### src/rtl/ds_pkg.sv
`timescale 1ns/1ps
package ds_pkg;
  // number of lanes in wide mode; narrow mode uses half of them
  localparam int unsigned LANES_MAX = 4;

  // strobe value for the next bit: invert when the data bit repeats
  function automatic logic strobe_next(logic d_prev, logic s_prev, logic d_new);
    return (d_new == d_prev) ? ~s_prev : s_prev;
  endfunction

  // last lane index of one group for the selected mode
  function automatic int unsigned last_lane(logic wide, int unsigned lanes);
    return wide ? lanes - 1 : lanes / 2 - 1;
  endfunction
endpackage

### src/rtl/ds_sys_timer.sv
`timescale 1ns/1ps
module ds_sys_timer #(
  parameter int unsigned LANES = ds_pkg::LANES_MAX
) (
  input  logic                     clk,
  input  logic                     rst_n,
  input  logic                     wide_in,
  output logic                     tick,
  output logic                     wide_cur,
  output logic                     slot_start,
  output logic [$clog2(LANES)-1:0] slot_idx
);
  localparam int unsigned PW = $clog2(LANES);

  logic [PW-1:0] phase;
  logic [PW-1:0] phase_nx;
  logic          wide_nx;

  assign phase_nx = phase + PW'(1);
  assign tick     = (phase == PW'(LANES - 1));
  // mode of the cycle that follows the coming edge
  assign wide_nx  = tick ? wide_in : wide_cur;
  // in narrow mode each bit covers two fast cycles
  assign slot_start = wide_nx | ~phase_nx[0];
  assign slot_idx   = wide_nx ? phase_nx : (phase_nx >> 1);

  always_ff @(posedge clk or negedge rst_n) begin
    if (!rst_n) begin
      phase    <= '0;
      wide_cur <= 1'b0;
    end else begin
      phase <= phase_nx;
      if (tick) wide_cur <= wide_in;
    end
  end
endmodule

### src/rtl/ds_line_enc.sv
`timescale 1ns/1ps
module ds_line_enc (
  input  logic clk,
  input  logic rst_n,
  input  logic clr,
  input  logic step,
  input  logic bit_in,
  output logic d_out,
  output logic s_out
);
  always_ff @(posedge clk or negedge rst_n) begin
    if (!rst_n) begin
      d_out <= 1'b0;
      s_out <= 1'b0;
    end else if (clr) begin
      d_out <= 1'b0;
      s_out <= 1'b0;
    end else if (step) begin
      d_out <= bit_in;
      s_out <= ds_pkg::strobe_next(d_out, s_out, bit_in);
    end
  end
endmodule

### src/rtl/ds_tx_ser.sv
`timescale 1ns/1ps
module ds_tx_ser #(
  parameter int unsigned LANES = ds_pkg::LANES_MAX
) (
  input  logic                     clk,
  input  logic                     rst_n,
  input  logic                     tick,
  input  logic                     slot_start,
  input  logic [$clog2(LANES)-1:0] slot_idx,
  input  logic                     tx_en,
  input  logic [LANES-1:0]         tx_word,
  output logic                     bit_en,
  output logic                     line_a,
  output logic                     line_b
);
  logic [LANES-1:0] hold_w;
  logic             hold_en;
  logic [LANES-1:0] cur_w;
  logic             nbit;

  // the group captured at this edge starts on the line straight away
  assign cur_w  = tick ? tx_word : hold_w;
  assign bit_en = tick ? tx_en : hold_en;
  assign nbit   = cur_w[slot_idx];

  always_ff @(posedge clk or negedge rst_n) begin
    if (!rst_n) begin
      hold_w  <= '0;
      hold_en <= 1'b0;
    end else if (tick) begin
      hold_w  <= tx_word;
      hold_en <= tx_en;
    end
  end

  // data on B, strobe on A
  ds_line_enc u_enc (
    .clk    (clk),
    .rst_n  (rst_n),
    .clr    (slot_start & ~bit_en),
    .step   (slot_start & bit_en),
    .bit_in (nbit),
    .d_out  (line_b),
    .s_out  (line_a)
  );
endmodule

### src/rtl/ds_rx_deser.sv
`timescale 1ns/1ps
module ds_rx_deser #(
  parameter int unsigned LANES = ds_pkg::LANES_MAX
) (
  input  logic             clk,
  input  logic             rst_n,
  input  logic             tick,
  input  logic             wide_cur,
  input  logic             rx_en,
  input  logic             line_a,
  input  logic             line_b,
  output logic             en_q,
  output logic             bit_ev,
  output logic             rcv_bit,
  output logic             grp_done,
  output logic [LANES-1:0] word,
  output logic             valid
);
  localparam int unsigned PW = $clog2(LANES);

  logic             a_q, b_q, ref_x, x_now;
  logic [PW-1:0]    cnt;
  logic [PW-1:0]    cnt_last;
  logic [LANES-1:0] acc, acc_nx;
  logic             pend;
  logic [LANES-1:0] pend_w;

  assign x_now    = a_q ^ b_q;
  assign rcv_bit  = a_q;
  assign bit_ev   = en_q & (x_now != ref_x);
  assign cnt_last = PW'(ds_pkg::last_lane(wide_cur, LANES));
  assign grp_done = bit_ev & (cnt == cnt_last);

  always_comb begin
    acc_nx      = (cnt == '0) ? '0 : acc;
    acc_nx[cnt] = a_q;
  end

  always_ff @(posedge clk or negedge rst_n) begin
    if (!rst_n) begin
      a_q   <= 1'b0;
      b_q   <= 1'b0;
      en_q  <= 1'b0;
      ref_x <= 1'b0;
      cnt   <= '0;
      acc   <= '0;
    end else begin
      a_q   <= line_a;
      b_q   <= line_b;
      en_q  <= rx_en;
      ref_x <= x_now;
      if (!en_q) begin
        cnt <= '0;
      end else if (bit_ev) begin
        acc <= acc_nx;
        cnt <= grp_done ? '0 : cnt + PW'(1);
      end
    end
  end

  // hand groups over only at system period boundaries
  always_ff @(posedge clk or negedge rst_n) begin
    if (!rst_n) begin
      pend   <= 1'b0;
      pend_w <= '0;
      word   <= '0;
      valid  <= 1'b0;
    end else if (tick) begin
      pend <= 1'b0;
      if (grp_done) begin
        word  <= acc_nx;
        valid <= 1'b1;
      end else if (pend) begin
        word  <= pend_w;
        valid <= 1'b1;
      end else begin
        valid <= 1'b0;
      end
    end else if (grp_done) begin
      pend   <= 1'b1;
      pend_w <= acc_nx;
    end
  end
endmodule

### src/rtl/ds_codec.sv
`timescale 1ns/1ps
module ds_codec #(
  parameter int unsigned LANES = ds_pkg::LANES_MAX
) (
  input  logic             clk,
  input  logic             rst_n,
  input  logic             wide_mode,
  output logic             sys_tick,
  input  logic             tx_en,
  input  logic [LANES-1:0] tx_word,
  output logic             tx_line_a,
  output logic             tx_line_b,
  input  logic             rx_en,
  input  logic             rx_line_a,
  input  logic             rx_line_b,
  output logic [LANES-1:0] rx_word,
  output logic             rx_valid,
  output logic             rpt_line_a,
  output logic             rpt_line_b
);
  localparam int unsigned PW = $clog2(LANES);

  // named internal events, observed by the checker
  logic          wide_cur;
  logic          slot_start;
  logic [PW-1:0] slot_idx;
  logic          tx_bit_en;
  logic          rx_en_q;
  logic          bit_ev;
  logic          rcv_bit;
  logic          grp_done;

  ds_sys_timer #(.LANES(LANES)) u_timer (
    .clk        (clk),
    .rst_n      (rst_n),
    .wide_in    (wide_mode),
    .tick       (sys_tick),
    .wide_cur   (wide_cur),
    .slot_start (slot_start),
    .slot_idx   (slot_idx)
  );

  ds_tx_ser #(.LANES(LANES)) u_tx (
    .clk        (clk),
    .rst_n      (rst_n),
    .tick       (sys_tick),
    .slot_start (slot_start),
    .slot_idx   (slot_idx),
    .tx_en      (tx_en),
    .tx_word    (tx_word),
    .bit_en     (tx_bit_en),
    .line_a     (tx_line_a),
    .line_b     (tx_line_b)
  );

  ds_rx_deser #(.LANES(LANES)) u_rx (
    .clk      (clk),
    .rst_n    (rst_n),
    .tick     (sys_tick),
    .wide_cur (wide_cur),
    .rx_en    (rx_en),
    .line_a   (rx_line_a),
    .line_b   (rx_line_b),
    .en_q     (rx_en_q),
    .bit_ev   (bit_ev),
    .rcv_bit  (rcv_bit),
    .grp_done (grp_done),
    .word     (rx_word),
    .valid    (rx_valid)
  );

  // recovered stream re-encoded for the other ports
  ds_line_enc u_rpt (
    .clk    (clk),
    .rst_n  (rst_n),
    .clr    (~rx_en_q),
    .step   (bit_ev),
    .bit_in (rcv_bit),
    .d_out  (rpt_line_b),
    .s_out  (rpt_line_a)
  );
endmodule

### config.mk
export PLATFORM = sky130hd
export DESIGN_NAME = ds_codec
export DESIGN_NICKNAME = d
export VERILOG_FILES = /design/src/rtl/ds_pkg.sv /design/src/rtl/ds_sys_timer.sv /design/src/rtl/ds_line_enc.sv /design/src/rtl/ds_tx_ser.sv /design/src/rtl/ds_rx_deser.sv /design/src/rtl/ds_codec.sv
export SDC_FILE = /design/constraint.sdc
export NUM_CORES = 1
export LEC_CHECK = 0
export CAP_MARGIN = 20
export CORE_MARGIN = 5
export CORE_UTILIZATION = 57
export CTS_CLUSTER_DIAMETER = 120
export DETAILED_ROUTE_END_ITERATION = 8
export PLACE_DENSITY = 0.92
export SYNTH_ARGS = -nofsm -noshare
export SYNTH_HDL_FRONTEND = slang
export SYNTH_SLANG_ARGS = --single-unit
### constraint.sdc
create_clock -name clk -period 4.2 [get_ports clk]
set_clock_uncertainty 0.1 [all_clocks]
set_input_delay 0.63 -clock clk [delete_from_list [all_inputs] [get_ports clk]]
set_output_delay 0.63 -clock clk [all_outputs]
set_load 0.02 [all_outputs]
Word-level counts from Yosys, hierarchy flattened. Cells that the tools add are included.

Register bits: 32. Input bits: 11.

Mux-type cells: 30. Magnitude comparators: 3. Equal/unequal tests: 7. Bitwise gates (word level): 11. Reductions and logical operators: 11. Add/sub/neg operators: 2.

Operators with widths (number): $mux 1 (18); $mux 4 (4); $mux 2 (5); $reduce_and 2->1 (5); $reduce_bool 2->1 (4); $lt 2x3->1 const B (2); $not 1->1 (5); $add 2x1->2 const B (2); $and 1x1->1 (4); $bwmux 4 (1); $bmux 1 s2 (1); $demux 1 s2 (1); $eq 1x1->1 (2); $eq 2x2->1 (1); $eq 2x2->1 const B (1); $ge 2x1->1 const B (1); $logic_not 2->1 (1); $ne 2x1->1 const B (1); $ne 2x2->1 const B (1); $logic_and 1x1->1 (1); $ne 1x1->1 (1); $or 1x1->1 (1); $xor 1x1->1 (1).

Logic depth before layout (Yosys ltp). Gate-level depths: netlist of the first run.

Depth after elaboration: 9. Gate-level depth with buffers: 8. Depth with buffers taken out: 8.

Modules after synthesis. A second synthesis of the first run with hierarchy kept.

Cells, all modules: 127. Area, all modules: 1503.9 um^2.

Modules (own cells, without submodules): ds_rx_deser (sequential area each 500.5 um^2, times used 1, cells an instance 84, area each 952.2 um^2); ds_tx_ser (sequential area each 125.1 um^2, times used 1, cells an instance 14, area each 219.0 um^2); ds_line_enc (sequential area each 50.0 um^2, times used 2, cells an instance 9, area each 96.3 um^2); ds_sys_timer (sequential area each 75.1 um^2, times used 1, cells an instance 10, area each 136.4 um^2); ds_codec (sequential area each 0.0 um^2, times used 1, cells an instance 1, area each 3.8 um^2).

Worst setup path after synthesis of the first run. OpenSTA, ideal clock, no wires.

Path kind: reg2reg. Start point: register u_timer.phase[0]. End point: register u_tx.u_enc.s_out. Cell stages (with the launch flop): 9. Arrival: 2.232 ns. Setup slack: 1.772 ns. Setup time: 0.095 ns. Required time: 4.005 ns. Clock period less this slack: 2.428 ns. Cell sequence: dfrtp_1 -> ha_1 -> buf_2 -> mux2_2 -> nor3_1 -> nor3_1 -> or3_1 -> and2_4 -> o32ai_2.

Elaborated cells on any way between the ends: 18. Classes of those cells: 1 x add/sub; 2 x eq/ne; 7 x mux; 5 x bitwise; 3 x reduce/logical.

RTL lines: start, declared (line ds_sys_timer.sv:15) `logic [PW-1:0] phase;`; start signal, assigned (line ds_sys_timer.sv:32) `phase <= phase_nx;`; $eq 2x2->1 (line ds_sys_timer.sv:20) `assign tick = (phase == PW'(LANES - 1));`; via sys_tick (line ds_codec.sv:8) `output logic sys_tick,`; $mux 4; via u_tx.cur_w[2] (line ds_tx_ser.sv:18) `logic [LANES-1:0] cur_w;`; $bmux 1 s2 (line ds_tx_ser.sv:24) `assign nbit = cur_w[slot_idx];`; $mux 1 (not written as such) (line ds_tx_ser.sv:24); $eq 1x1->1 (line ds_pkg.sv:8) `return (d_new == d_prev) ? ~s_prev : s_prev;`; $reduce_bool 2->1 (no source line); $reduce_and 2->1 (no source line); end signal, assigned (line ds_line_enc.sv:20) `s_out <= ds_pkg::strobe_next(d_out, s_out, bit_in);`; end, declared (line ds_line_enc.sv:9) `output logic s_out`.

The timed path passes the listed nets, and every way through them passes these cells. The select of a mux whose other input is x is not followed. A chain may end at the register's enable or synchronous reset.

Worst setup path after layout of the first run.
Start point: register u_timer.phase[0]. End point: output sys_tick.

Longest elaborated chain between the ends: 1.

RTL lines (line): $eq 2x2->1 (ds_sys_timer.sv:20); end, declared (ds_codec.sv:8).

No other way between the ends.

==> impl_metrics.csv, run 1 <==
group,metric,value,unit
clock_tree,cts_buffers,5,
clock_tree,clock_latency,320,ps
synthesis,synth.avg_cell_area,10.49,sq um
worst_setup_path,r2r_end,"u_tx.u_enc.s_out",
synthesis,synthArstFlopShare,100.0,%
timing,finalCritPeriodShare,62.31,%
worst_setup_path,r2r_slack,1590,ps
synthesis,synth_nets,159,
timing,setup_tns,0,ps
timing,slew_headroom,73.88,%
pwr,p_switching,262.6,uW
die,io_pins,21,
flow_run,cap_violations,0,
timing,tightest_slew,391.7,ps
clock_tree,clockBufferDepth,2,
worst_setup_path,timing.rr.start,"u_timer.phase[0]",
placement,post-dp-hpwl,2.183,mm
synthesis,synthTopCellsByCount,"32 x dfrtp_1, 15 x inv_1, 14 x a21oi_1, 14 x nand2_1, 12 x nor2_1",
global_route,grt_max_degree,33,
pwr,powerDensity,457.1,mW/mm^2
synthesis,synthFlopType,"dfrtp_1",
clock_tree,cts_tree,"yes",
clock_tree,post_cts_buffers,0,
worst_setup_path,critical-path-max-stage-delay,690,ps
pwr,p_leak,0.8134,nW
pwr,switching_share,32.43,%
synthesis,synth_area_leaders,"dfrtp_1 54%, ha_1 5.0%, a21oi_1 4.7%",
min_path,min_path_type,"reg -> reg",
clock_tree,ctsResizeCount,0,
timing,whs,394.2,ps
synthesis,syn_inst,142,
layout,area_delta_synth_final,18.99,%
synthesis,synth_most_common_cell,"dfrtp_1",
detailed_routing,detail_route.wl_per_cell,14.74,microns
worst_setup_path,cp.arrival,1890,ps
worst_setup_path,r2r_cells,7,
layout,utilization,71.52,%
synthesis,yosysSeqAreaShare,53.78,%
synthesis,synth-seq-cells,32,
timing,setup_ws,1583,ps
detailed_routing,drtAntennaViolNets,0,
layout,fin_nets,185,
timing,grt_setup_unrepaired,"false",
detailed_routing,drt-total-wl,2.918,mm
die,start_util,60.10,%
timing,final-hold-violation-count,0,
die,dieArea,0.003734,sq mm
clock_tree,numClockSinks,32,
timing,finalSetupViolCount,0,
pwr,ir_drop,0.3984,mV
die,rows,18,
detailed_routing,vias,1101,
detailed_routing,drc,0,
clock_tree,hold_buffers,0,
status,outcome,"finished clean",
synthesis,yosysWarnings,0,
timing,min_period,2617,ps
layout,fill_cells,189,
worst_setup_path,critical_path.endpoint,"sys_tick",
worst_setup_path,critPathLaunch,"u_timer.phase[0]",
global_route,grt_pass1_vias,1182,
pwr,seq_power_share,51.3,%
synthesis,synth_top_area_share,53.78,%
timing,slew_violations,0,
pwr,power.share.clock,19.3,%
pwr,p_int,547.2,uW
worst_setup_path,start_kind,"register",
synthesis,ys_types,32,
worst_setup_path,critical_path_class,"reg -> out",
synthesis,synth_edf_count,0,
global_route,grt_pass1_wl,5.175,mm
global_route,antenna_found_initial,0,
detailed_routing,avgViaCountPerCell,5.561,
die,die_h,61.11,microns
synthesis,synth_top_area_cell,"dfrtp_1",
clock_tree,htreeDepth,2,
worst_setup_path,cp.required,3470,ps
timing,clock.fmax,0.3821,GHz
placement,gp_congestion,0.8059,
synthesis,mappedNetlistArea,0.001489,sq mm
worst_setup_path,cp-end-kind,"output port",
global_route,track_usage,19.07,%
clock_tree,cts-root-buf,"clkbuf_4",
worst_setup_path,cp_cell_sequence,"ha_1 -> clkdlybuf4s50_1",
die,core-area,0.002477,sq mm
layout,layout-drive-gt1-share,11.31,%
placement,numPortBuffers,20,
placement,preCtsSetupSlack,1457,ps
worst_setup_path,slowest_stage,"clkdlybuf4s50_1",
layout,antenna_cells,0,
die,die_width,61.11,microns
global_route,gr-total-overflow,0,
worst_setup_path,crit_fanout,8,
clock_tree,clkTransAtPathRegs,90,ps
detailed_routing,drt_pass1_iterations,4,
pwr,pwr-share-comb,29.4,%
detailed_routing,drtIter0Drc,61,
[sequential cells by signal, indices dropped and copies added (netlist names)]
signal,flops
u_rx.valid,1
u_rx.en_q,1
u_rx.ref_x,1
u_tx.hold_en,1
u_rx.word,4
u_rx.b_q,1
u_tx.u_enc.s_out,1
u_rx.pend_w,4
u_timer.phase,2
u_rpt.d_out,1
u_rpt.s_out,1
u_rx.cnt,2
u_tx.u_enc.d_out,1
u_rx.rcv_bit,1
u_tx.hold_w,4
u_rx.acc,4
u_timer.wide_cur,1
u_rx.pend,1
[layout make-up]
cell class,instances,area [sq um],share of cell area [%]
flip-flops and latches,32,800.8,45.20
multi-input cells,93,623.1,35.17
well taps,30,37.54,2.119
clock inverters,1,5.005,0.2825
inverters,15,56.30,3.178
repair buffers,21,207.7,11.72
clock buffers,6,41.29,2.331
[cell families after synthesis]
family / count (synthesis) / share of synthesized area [%]
DFF: 32 / 53.78
adders and majority gates: 6 / 5.042
xor gates and xnor gates: 6 / 4.538
AOI/OAI and AO/OA: 37 / 14.96
buffers and inverters: 17 / 4.369
and+or+nand+nor: 36 / 11.35
muxes: 8 / 5.966
[power groups by stage]
stage	clock network, mW	registers [mW]	logic [mW]
global route	0.178	0.425	0.264
finish	0.156	0.415	0.238
global placement	0	0.416	0.228
detailed placement	0	0.422	0.240
floorplan	0	0.444	0.115
CTS	0.160	0.415	0.242
[how the worst min path moves through the flow]
stage,cells after the start,startpoint,end
after CTS,2,u_rx.acc[0],u_rx.acc[0]
final,2,u_tx.hold_w[3],u_tx.hold_w[3]
after global placement,2,u_rx.acc[1],u_rx.acc[1]
after global routing,1,u_rx.valid,u_rx.valid
after floorplan,0,rst_n,u_rpt.d_out
after detailed placement,2,u_tx.hold_w[3],u_tx.hold_w[3]
[worst max-delay path: cells and delay by family, from the launching register on]
family | cells | cell delay, ps
buffers and inverters | 1 | 690
DFF | 1 | 460
adders and majority gates | 1 | 410
[metal layers]
| layer | vias to the layer above | track usage, % | routed length [microns] |
|---|---|---|---|
| li1 | 532 | - | - |
| met1 | 527 | 21.00 | 1173 |
| met2 | 33 | 33.23 | 1518 |
| met3 | 9 | 6.918 | 158 |
| met4 | 0 | 7.740 | 68 |
| met5 | - | 0 | 0 |
[per-stage QoR]
stage / total power [mW] / cells / instance area (sq um)
after global routing: 0.8664 / 198 / 1772
after floorplan: 0.5588 / 142 / 1489
after CTS: 0.8171 / 198 / 1772
after global placement: 0.6435 / 191 / 1725
after detailed placement: 0.6621 / 191 / 1725
final: 0.8098 / 198 / 1772
[cell usage in the layout (no fill, tap or decap), types with 2 or more instances in the layout]
cell type / instances
dfrtp_1: 32
clkdlybuf4s50_1: 20
inv_1: 15
nand2_1: 14
a21oi_1: 14
nor2_1: 12
o21ai_0: 7
ha_1: 6
clkbuf_4: 5
mux2_2: 4
o22ai_1: 4
mux2i_1: 3
xnor2_1: 3
a31oi_1: 3
xor2_2: 2
nor3b_1: 2
nor3_1: 2
a21boi_0: 2
o21ai_1: 2
Note: power is estimated with default switching activity, not from simulation.
==> run 2, diff against run 1 <==
CORE_UTILIZATION = 48   (was 57)
PLACE_DENSITY = 0.83   (was 0.92)
clock period = 2.31 ns   (was 4.2 ns; I/O delays follow)
==> run 2 against run 1 <==
Effect of this change: sequential share of layout area is 4.4 points lower; non-clock buffer count is 10 higher; flip-flop and latch count stayed put; count of clock-buffer cells in the layout is 2 higher; design area is 11% higher; first-iteration DRC count is 21% lower; worst setup slack worse by 1600 ps; critical path depth is 5 higher; largest power group unchanged; die area is 16% higher; utilization is 6.0 points lower; via count is 1.4% higher.
==> impl_metrics.csv, run 2 (synthesis results as in run 1) <==
group,metric,value,unit
detailed_routing,drt-total-wl,2.969,mm
worst_setup_path,critical-path-max-stage-delay,460,ps
die,io_pins,21,
clock_tree,numClockSinks,32,
clock_tree,cts_tree,"yes",
clock_tree,clockBufferDepth,2,
detailed_routing,drtAntennaViolNets,0,
timing,grt_setup_unrepaired,"true",
layout,final_common_cell,"dfrtp_1",
placement,numPortBuffers,20,
die,rows,20,
clock_tree,cts_buffers,5,
layout,fin_nets,195,
placement,gp_congestion,0.8189,
detailed_routing,vias,1116,
pwr,p_leak,0.8819,nW
detailed_routing,avgViaCountPerCell,5.264,
detailed_routing,drtIter0Drc,48,
worst_setup_path,cp-end-kind,"register",
timing,slew_violations,0,
worst_setup_path,cp_cell_sequence,"ha_4 -> buf_6 -> mux2_4 -> a31o_1 -> or3_4 -> and2_4 -> o32ai_4",
global_route,antenna_found_initial,0,
worst_setup_path,critPathLaunch,"u_timer.phase[0]",
pwr,ir_drop,0.3913,mV
global_route,gr-total-overflow,0,
global_route,use_met1,18.50,%
detailed_routing,drt_pass1_iterations,4,
detailed_routing,detail_route.wl_per_cell,14.00,microns
clock_tree,clock_latency,330,ps
clock_tree,htreeDepth,2,
timing,tightest_slew,491.4,ps
global_route,gr-usage-met3,5.470,%
timing,final-hold-violation-count,0,
placement,dp.cells,198,
worst_setup_path,critical_path_class,"reg -> reg",
layout,fill_cells,239,
timing,finalSetupViolCount,0,
global_route,use_met2,26.03,%
die,die_width,65.70,microns
layout,antenna_cells,0,
global_route,grt_pass1_vias,1116,
global_route,grt_pass1_wl,5.085,mm
die,dieArea,0.004316,sq mm
clock_tree,cts-root-buf,"clkbuf_4",
global_route,busiest_layer,"met2",
pwr,power,1.533,mW
layout,final_cells,212,
worst_setup_path,timing.rr.start,"u_timer.phase[0]",
layout,area_delta_synth_final,32.10,%
worst_setup_path,crit_fanout,6,
timing,finalCritPeriodShare,99.18,%
die,die_h,65.70,microns
worst_setup_path,slowest_stage,"dfrtp_2",
clock_tree,clkTransAtPathRegs,90,ps
status,outcome,"finished clean",
worst_setup_path,start_kind,"register",
timing,slew_headroom,67.12,%
layout,layout-drive-gt1-share,22.35,%
timing,clock.fmax,0.4365,GHz
worst_setup_path,cp.arrival,2430,ps
die,start_util,49.58,%
placement,post-dp-hpwl,2.115,mm
detailed_routing,drc,0,
global_route,track_usage,15.64,%
pwr,powerDensity,779.2,mW/mm^2
worst_setup_path,cp.required,2450,ps
global_route,grt_max_degree,33,
die,core-area,0.003003,sq mm
min_path,min_path_type,"in -> async",
layout,layout_common_cells,"30 x dfrtp_1, 20 x clkdlybuf4s50_1, 14 x inv_1, 14 x nand2_1, 13 x a21oi_1",
flow_run,cap_violations,0,
timing,min_period,2291,ps
==> run 2: path summary, 6_finish.rpt <==
| kind | endpoint | slack (ps) | cells after the start |
|---|---|---|---|
| worst min-delay path | u_rx.acc[0] | 300 | 2 |
| max in group asynchronous | u_timer.phase[0] | 1510 | 2 |
| worst min register to register | u_rx.valid | 390 | 1 |
| worst max register to register | u_tx.u_enc.s_out | 20 | 7 |
| min in group clk | u_rx.rcv_bit | 350 | 1 |
| worst max-delay path | u_tx.u_enc.s_out | 20 | 7 |
==> run 2: stage by stage <==
stage                     hold slack, ps  TNS (ps)  instance area, sq um  worst slack [ps]  utilization [%]
after floorplan                   -49.09         0                  1503             28.07                -
after global placement             355.7         0                  1773             29.27            59.04
after detailed placement           378.3    -91.10                  1773            -91.10            59.04
after CTS                          306.1         0                  1858             22.43            61.88
after global routing               317.2    -59.13                  1967            -59.13            65.50
final                              297.8         0                  1967             19.02            65.50
==> run 2: what timing repair did <==
action | in CTS | in global routing
hold buffers | 0 | 0
setup buffers | 0 | 6
pin swaps | 1 | 4
endpoints found under the setup margin | 1 | 1
resized for setup | 5 | 13
hold endpoints to repair | 0 | 0
gates cloned | 0 | 0
==> run 2: where the power goes <==
| group | leakage, nW | internal, mW | switching (mW) |
|---|---|---|---|
| combinational | 0.458 | 0.219 | 0.232 |
| sequential | 0.392 | 0.677 | 0.0784 |
| clock | 0.0326 | 0.150 | 0.176 |
==> run 2: metal layers <==
metal / wire length (microns) / share of wire, % / vias to the layer above
li1: - / - / 549
met1: 1217 / 41 / 538
met2: 1557 / 52 / 22
met3: 133 / 4.5 / 7
met4: 60 / 2.0 / 0
met5: 0 / 0 / -
==> run 2: worst max-delay path, delay by kind of cell, from the launching register on <==
family,cells,cell delay (ps)
AO/OA/AOI/OAI,2,440
adder cells (fa/ha/maj),1,210
buffers and inverters,1,120
flip-flops,1,460
multiplexers,1,300
AND/OR/NAND/NOR,2,570
==> run 2: area by class of cell <==
type	count	area [sq um]	share of cell area [%]
Timing Repair Buffer	31	290.3	14.76
Clock buffer	8	58.81	2.990
Tap cell	33	41.29	2.099
Sequential cell	32	803.3	40.84
Multi-Input combinational cell	93	716.9	36.45
Inverter	15	56.30	2.863
